<file path="src/rtl/tlb_pkg.sv">
package tlb_pkg;

    typedef enum logic [1:0] {
        ACC_LOAD  = 2'd0,
        ACC_STORE = 2'd1,
        ACC_FETCH = 2'd2,
        ACC_RSVD  = 2'd3
    } acc_e;

    typedef struct packed {
        logic rd;
        logic wr;
        logic ex;
    } perm_t;

    // Supervisor may store/fetch on shared pages regardless of wr/ex.
    function automatic logic access_allowed(acc_e acc, perm_t perm,
                                            logic sup, logic priv);
        logic bypass;
        bypass = sup && !priv;
        case (acc)
            ACC_LOAD:  access_allowed = perm.rd;
            ACC_STORE: access_allowed = perm.wr || bypass;
            ACC_FETCH: access_allowed = perm.ex || bypass;
            default:   access_allowed = 1'b0;
        endcase
    endfunction

endpackage

</file>
<file path="src/rtl/tlb_lfsr.sv">
module tlb_lfsr #(
    parameter int W     = 8,
    parameter int OUT_W = 3
) (
    input  logic             clk,
    input  logic             rst,
    output logic [OUT_W-1:0] pick
);
    logic [W-1:0] q;

    always_ff @(posedge clk) begin
        if (rst) q <= {{(W-1){1'b0}}, 1'b1};
        else     q <= {q[W-2:0], q[7] ^ q[5] ^ q[4] ^ q[3]};
    end

    assign pick = q[OUT_W-1:0];
endmodule

</file>
<file path="src/rtl/tlb_cam.sv">
module tlb_cam #(
    parameter int N     = 8,
    parameter int PID_W = 4,
    parameter int VPN_W = 8,
    localparam int IDX_W = $clog2(N)
) (
    input  logic [N-1:0]            valid,
    input  logic [N-1:0]            priv,
    input  logic [N-1:0][PID_W-1:0] pid,
    input  logic [N-1:0][VPN_W-1:0] vpn,
    input  logic [PID_W-1:0]        q_pid,
    input  logic [VPN_W-1:0]        q_vpn,
    output logic                    any,
    output logic [IDX_W-1:0]        idx
);
    logic [N-1:0] match;

    for (genvar g = 0; g < N; g++) begin : g_cmp
        assign match[g] = valid[g] && (vpn[g] == q_vpn) &&
                          (!priv[g] || (pid[g] == q_pid));
    end

    always_comb begin
        any = 1'b0;
        idx = '0;
        for (int i = N - 1; i >= 0; i--) begin
            if (match[i]) begin
                any = 1'b1;
                idx = IDX_W'(i);
            end
        end
    end
endmodule

</file>
<file path="src/rtl/tlb_victim.sv">
module tlb_victim #(
    parameter int N = 8,
    localparam int IDX_W = $clog2(N)
) (
    input  logic [N-1:0]     valid,
    input  logic [IDX_W-1:0] rnd,
    output logic [IDX_W-1:0] slot
);
    logic             has_free;
    logic [IDX_W-1:0] free_idx;

    always_comb begin
        has_free = 1'b0;
        free_idx = '0;
        for (int i = N - 1; i >= 0; i--) begin
            if (!valid[i]) begin
                has_free = 1'b1;
                free_idx = IDX_W'(i);
            end
        end
        slot = has_free ? free_idx : rnd;
    end
endmodule

</file>
<file path="src/rtl/prot_tlb.sv">
module prot_tlb
    import tlb_pkg::*;
#(
    parameter int ENTRIES = 8,
    parameter int PID_W   = 4,
    parameter int VPN_W   = 8,
    parameter int PFN_W   = 8,
    parameter int OFF_W   = 4,
    parameter int LFSR_W  = 8
) (
    input  logic                   clk,
    input  logic                   rst,
    input  logic                   lk_valid,
    input  logic [PID_W-1:0]       lk_pid,
    input  logic [VPN_W-1:0]       lk_vpn,
    input  logic [OFF_W-1:0]       lk_off,
    input  logic [1:0]             lk_acc,
    input  logic                   lk_sup,
    input  logic                   fill_valid,
    input  logic [PID_W-1:0]       fill_pid,
    input  logic [VPN_W-1:0]       fill_vpn,
    input  logic [PFN_W-1:0]       fill_pfn,
    input  logic [2:0]             fill_perm,
    input  logic                   fill_priv,
    input  logic                   flush_all,
    input  logic                   flush_pid_valid,
    input  logic [PID_W-1:0]       flush_pid,
    output logic                   rsp_valid,
    output logic                   rsp_hit,
    output logic                   rsp_fault,
    output logic                   rsp_miss,
    output logic [PFN_W+OFF_W-1:0] rsp_paddr,
    output logic                   rsp_mod
);
    localparam int IDX_W = $clog2(ENTRIES);
    localparam int PA_W  = PFN_W + OFF_W;

    logic [ENTRIES-1:0]            e_valid;
    logic [ENTRIES-1:0]            e_priv;
    logic [ENTRIES-1:0]            e_mod;
    logic [ENTRIES-1:0][PID_W-1:0] e_pid;
    logic [ENTRIES-1:0][VPN_W-1:0] e_vpn;
    logic [ENTRIES-1:0][PFN_W-1:0] e_pfn;
    perm_t [ENTRIES-1:0]           e_perm;

    logic             m_any;
    logic [IDX_W-1:0] m_idx;
    logic [IDX_W-1:0] rnd_idx;
    logic [IDX_W-1:0] fill_idx;
    logic             grant;
    logic             do_hit;
    acc_e             acc;

    tlb_cam #(.N(ENTRIES), .PID_W(PID_W), .VPN_W(VPN_W)) u_cam (
        .valid (e_valid),
        .priv  (e_priv),
        .pid   (e_pid),
        .vpn   (e_vpn),
        .q_pid (lk_pid),
        .q_vpn (lk_vpn),
        .any   (m_any),
        .idx   (m_idx)
    );

    tlb_lfsr #(.W(LFSR_W), .OUT_W(IDX_W)) u_lfsr (
        .clk  (clk),
        .rst  (rst),
        .pick (rnd_idx)
    );

    tlb_victim #(.N(ENTRIES)) u_victim (
        .valid (e_valid),
        .rnd   (rnd_idx),
        .slot  (fill_idx)
    );

    assign acc    = acc_e'(lk_acc);
    assign grant  = access_allowed(acc, e_perm[m_idx], lk_sup, e_priv[m_idx]);
    assign do_hit = lk_valid && m_any && grant;

    always_ff @(posedge clk) begin
        if (rst) begin
            e_valid   <= '0;
            e_mod     <= '0;
            rsp_valid <= 1'b0;
            rsp_hit   <= 1'b0;
            rsp_fault <= 1'b0;
            rsp_miss  <= 1'b0;
            rsp_paddr <= '0;
            rsp_mod   <= 1'b0;
        end else begin
            rsp_valid <= lk_valid;
            rsp_hit   <= do_hit;
            rsp_fault <= lk_valid && m_any && !grant;
            rsp_miss  <= lk_valid && !m_any;
            rsp_paddr <= do_hit ? {e_pfn[m_idx], lk_off} : PA_W'(0);
            rsp_mod   <= lk_valid && m_any && e_mod[m_idx];

            if (do_hit && acc == ACC_STORE)
                e_mod[m_idx] <= 1'b1;

            if (flush_all) begin
                e_valid <= '0;
            end else if (flush_pid_valid) begin
                for (int i = 0; i < ENTRIES; i++)
                    if (e_priv[i] && e_pid[i] == flush_pid)
                        e_valid[i] <= 1'b0;
            end

            if (fill_valid) begin
                e_valid[fill_idx] <= 1'b1;
                e_mod[fill_idx]   <= 1'b0;
                e_priv[fill_idx]  <= fill_priv;
                e_pid[fill_idx]   <= fill_pid;
                e_vpn[fill_idx]   <= fill_vpn;
                e_pfn[fill_idx]   <= fill_pfn;
                e_perm[fill_idx]  <= perm_t'(fill_perm);
            end
        end
    end
endmodule

</file>
<file path="config.mk">
export PLATFORM = sky130hd
export DESIGN_NAME = prot_tlb
export DESIGN_NICKNAME = d
export VERILOG_FILES = /design/src/rtl/tlb_pkg.sv /design/src/rtl/tlb_lfsr.sv /design/src/rtl/tlb_cam.sv /design/src/rtl/tlb_victim.sv /design/src/rtl/prot_tlb.sv
export SDC_FILE = /design/constraint.sdc
export NUM_CORES = 1
export LEC_CHECK = 0
export ABC_AREA = 1
export BUFFER_PORTS_ARGS = -buffer_cell sky130_fd_sc_hd__buf_2
export CORE_MARGIN = 3
export CORE_UTILIZATION = 30
export DETAILED_ROUTE_END_ITERATION = 7
export SKIP_LAST_GASP = 1
export SLEW_MARGIN = 5
export SYNTH_ARGS = -nofsm -noshare
export SYNTH_HDL_FRONTEND = slang
export SYNTH_HIERARCHICAL = 1
export SYNTH_SLANG_ARGS = --single-unit
</file>
<file path="constraint.sdc">
create_clock -name clk -period 3.4 [get_ports clk]
set_input_delay 0.17 -clock clk [delete_from_list [all_inputs] [get_ports clk]]
set_output_delay 0.17 -clock clk [all_outputs]
set_load 0.01 [all_outputs]
</file>
==> impl_metrics.py <==
metrics = {
    "floorplan": {
        "rows": 67,
        "die_area_mm2": 0.0365,
        "die_w_um": 191,
        "initial_core_util_pct": 30.6,
        "num_io_pins": 70,
        "core_area_mm2": 0.0336,
        "die_y_um": 191,
    },
    "cts": {
        "cts_buffers": 26,
        "cts_tree": "done",
        "root_buffer": "clkbuf_16",
        "cts_num_sinks": 233,
        "ctsHtreeMaxLevel": 1,
        "clkTransAtPathRegs_ps": 60,
        "clock_path_buffers": 3,
        "clk_latency_ps": 530,
    },
    "synthesis": {
        "yosys_warnings": 6,
        "syn_area_mm2": 0.0103,
        "synthTopCellsByArea": "edfxtp_1 (56%), nand2_1 (8.7%), dfxtp_1 (8.0%)",
        "synth_area_per_cell_um2": 11.0,
        "yosysMostFrequentCell": "nand2_1",
        "synth_edf_count": 192,
        "ys_seq_area_share_pct": 64.1,
        "ys_ff_latch": 233,
        "synth_top_area_cell": "edfxtp_1",
        "synth-async-reset-ratio_pct": 0,
        "netlist_top_cells_count": "nand2_1 (239), edfxtp_1 (192), inv_1 (93), nor2_1 (68), dfxtp_1 (41)",
        "synth.distinct_cells": 60,
        "synthCells": 939,
        "synth_top_area_share_pct": 56.1,
        "synthFlopType": "edfxtp_1",
        "syn_nets": 996,
    },
    "sta": {
        "fin_skew_ps": 19.5,
        "relSlewSlack_pct": 55.4,
        "fmax_mhz": 320,
        "timing.final.crit_share_pct": 92.0,
        "setup_tns_ps": 0,
        "worst_slew_pin_slew_ps": 667,
        "rsz0062_at_grt": "no",
        "slew_violations": 0,
        "finalWorstPathRequiredPeriod_ps": 3130,
        "hold_viol": 0,
        "finalSetupViolations": 0,
    },
    "setup_path": {
        "cp_num_buf_inv": 3,
        "cpMostUsedCell": "nand2_1",
        "crit-reg2reg-launch": "e_pid[13]",
        "required_ps": 3810,
        "crit_fanout": 10,
        "start_kind": "flop",
        "slowest_delay_ps": 420,
        "cpLargestDelayFamily": "simple AND/OR/NAND/NOR gates",
        "slowest_stage": "edfxtp_1",
        "cp-end-kind": "flop",
        "crit_arrival_ps": 3540,
        "criticalPathCategory": "flop to flop",
        "startpoint": "e_pid[13]",
        "crit_chain": "nand2_1 -> nand4_1 -> o31ai_2 -> nand3_2 -> nand2_1 -> inv_1 -> a21oi_4 -> nor2_1 -> nand2_1 -> clkinv_1 -> nand2_1 -> nand2_1 -> nand3b_1 -> nand2_1 -> nand2_4 -> nand2_4 -> nor2_8 -> inv_4 -> nor2_1",
    },
    "route": {
        "ant_nets": 0,
        "num_vias": 7001,
        "drtPass1Iterations": 4,
        "drc_errors": 0,
        "drt_iter0_drc": 481,
        "avgViaCountPerCell": 4.59,
        "wl_per_cell_um": 17.0,
        "routed_wirelength_um": 25900,
    },
    "power_and_ir_drop": {
        "clkPwrFrac_pct": 48.2,
        "leakage_uw": 0.00483,
        "power_uw": 6640,
        "switchingPower_uw": 1320,
        "p_comb_share_pct": 4.7,
        "switching_share_pct": 19.8,
        "vdd_drop_max_mv": 0.376,
        "seqPwrFrac_pct": 47.2,
        "power_report.internal_total_uw": 5320,
        "power_density_mw_per_mm2": 531,
    },
    "final_layout": {
        "area_growth_pct": 21.6,
        "stdcell_area_mm2": 0.0125,
        "final_nets": 1115,
        "n_antenna_cell": 0,
        "drive_gt1_share_pct": 18.7,
    },
    "grt": {
        "grt_overflow_total": 0,
        "grt_pass1_vias": 6987,
        "antenna_found_initial": 2,
        "grt_usage_pct": 14.2,
        "grt_pass1_wl_um": 40200,
        "grt_max_degree": 26,
    },
    "place": {
        "dpl.hpwl_um": 17700,
        "post_dp_cell_area_mm2": 0.0112,
        "place_congestion": 0.849,
        "io_buffer_count": 69,
    },
    "run": {
        "drv_cap": 0,
    },
    "outcome": {
        "status": "finished, final reports clean",
    },
    "hold_path": {
        "hold_path_class": "input pin to flop",
        "hp-start": "rst",
    },
}
cells by family after synthesis:
| group | Yosys count | synth area share (%) |
|---|---|---|
| xor+xnor | 58 | 4.94 |
| flops | 233 | 64.1 |
| simple gates | 398 | 17.2 |
| fa+ha+maj | 4 | 0.487 |
| buf+inv | 142 | 6.07 |
| compound gates | 104 | 7.26 |
metrics by stage:
stage               hold WS (ps)  setup WS (ps)  utilization [%]  cells
floorplan                    254            829                -    939
global placement             384           82.7             33.3   1448
detailed placement           390           56.1             33.3   1448
CTS                         41.6           91.8             37.1   1526
global route                68.3           14.0             37.2   1526
finish                      54.8            272             37.2   1526
power groups by stage:
stage	Sequential, uW	Clock, uW	Combinational, uW
floorplan	3190	0	173
global placement	3190	0	279
detailed placement	3190	0	282
CTS	3130	3270	312
global route	3130	3380	345
finish	3130	3200	309
sequential cells by signal, indices dropped and copies added (netlist names):
name / count
rsp_hit: 1
e_pfn: 64
e_valid: 8
u_lfsr/q: 8
rsp_valid: 1
rsp_fault: 1
e_priv: 8
e_pid: 32
rsp_paddr: 12
e_vpn: 64
e_mod: 8
rsp_miss: 1
e_perm: 24
rsp_mod: 1
final cells by class:
| type | count | area (um^2) |
|---|---|---|
| well taps | 448 | 561 |
| repair buffers | 118 | 813 |
| fillers | 3241 | 21100 |
| multi-input cells | 564 | 3110 |
| clock inverters | 17 | 287 |
| clock buffers | 31 | 711 |
| flip-flops and latches | 233 | 6590 |
| inverters | 115 | 439 |
layer usage:
metal,GRT usage (%),wire length [um]
met1,19.6,12000
met4,3.70,558
met5,0,7
met3,2.27,1370
met2,23.4,12000
final timing paths:
kind                                endpoint  cells past startpoint  slack (ps)
worst max-delay path            rsp_paddr[6]                     19         270
worst min-delay path             u_lfsr/q[5]                      2          50
worst max register to register  rsp_paddr[6]                     19         270
worst min register to register   u_lfsr/q[7]                      2         410
cell usage in the layout (no fill, tap or decap), drive strengths merged, types with 3 or more instances in the layout:
| cell | synthesis | final |
|---|---|---|
| o22ai | 10 | 10 |
| a22oi | 7 | 7 |
| a2111oi | 3 | 3 |
| xnor2 | 24 | 24 |
| o21ai | 23 | 23 |
| nor2 | 77 | 77 |
| clkinv | 4 | 12 |
| nand2 | 243 | 243 |
| edfxtp | 192 | 192 |
| dfxtp | 41 | 41 |
| or2 | 12 | 12 |
| dlygate4sd3 | 0 | 30 |
| o31ai | 3 | 3 |
| o2111ai | 4 | 4 |
| nand4 | 27 | 27 |
| a31o | 6 | 6 |
| a211oi | 7 | 7 |
| a221oi | 7 | 7 |
| a21oi | 17 | 17 |
| nand3 | 25 | 25 |
| nor3 | 11 | 11 |
| ha | 4 | 4 |
| clkbuf | 5 | 31 |
| bufinv | 0 | 8 |
| o21a | 4 | 4 |
| inv | 111 | 111 |
| xor2 | 34 | 34 |
| buf | 22 | 88 |
timing repair:
item                                    in CTS  in global routing
resized for setup                            0                  3
endpoints found under the setup margin       0                 22
hold buffers                                30                  0
endpoints found under the hold margin      199                  0
setup buffers                                0                  0
worst register-to-register path, cell delays in order (launching register included):
cell      delay, ps
edfxtp_1        420
nand2_1         100
nand4_1         130
o31ai_2         340
nand3_2         150
nand2_1         140
inv_1            90
a21oi_4         250
nor2_1          130
nand2_1         140
clkinv_1        270
nand2_1         140
nand2_1          50
nand3b_1        140
nand2_1         100
nand2_4         110
nand2_4         100
nor2_8           50
inv_4           110
nor2_1           50
(Power assumes the default switching activity.)
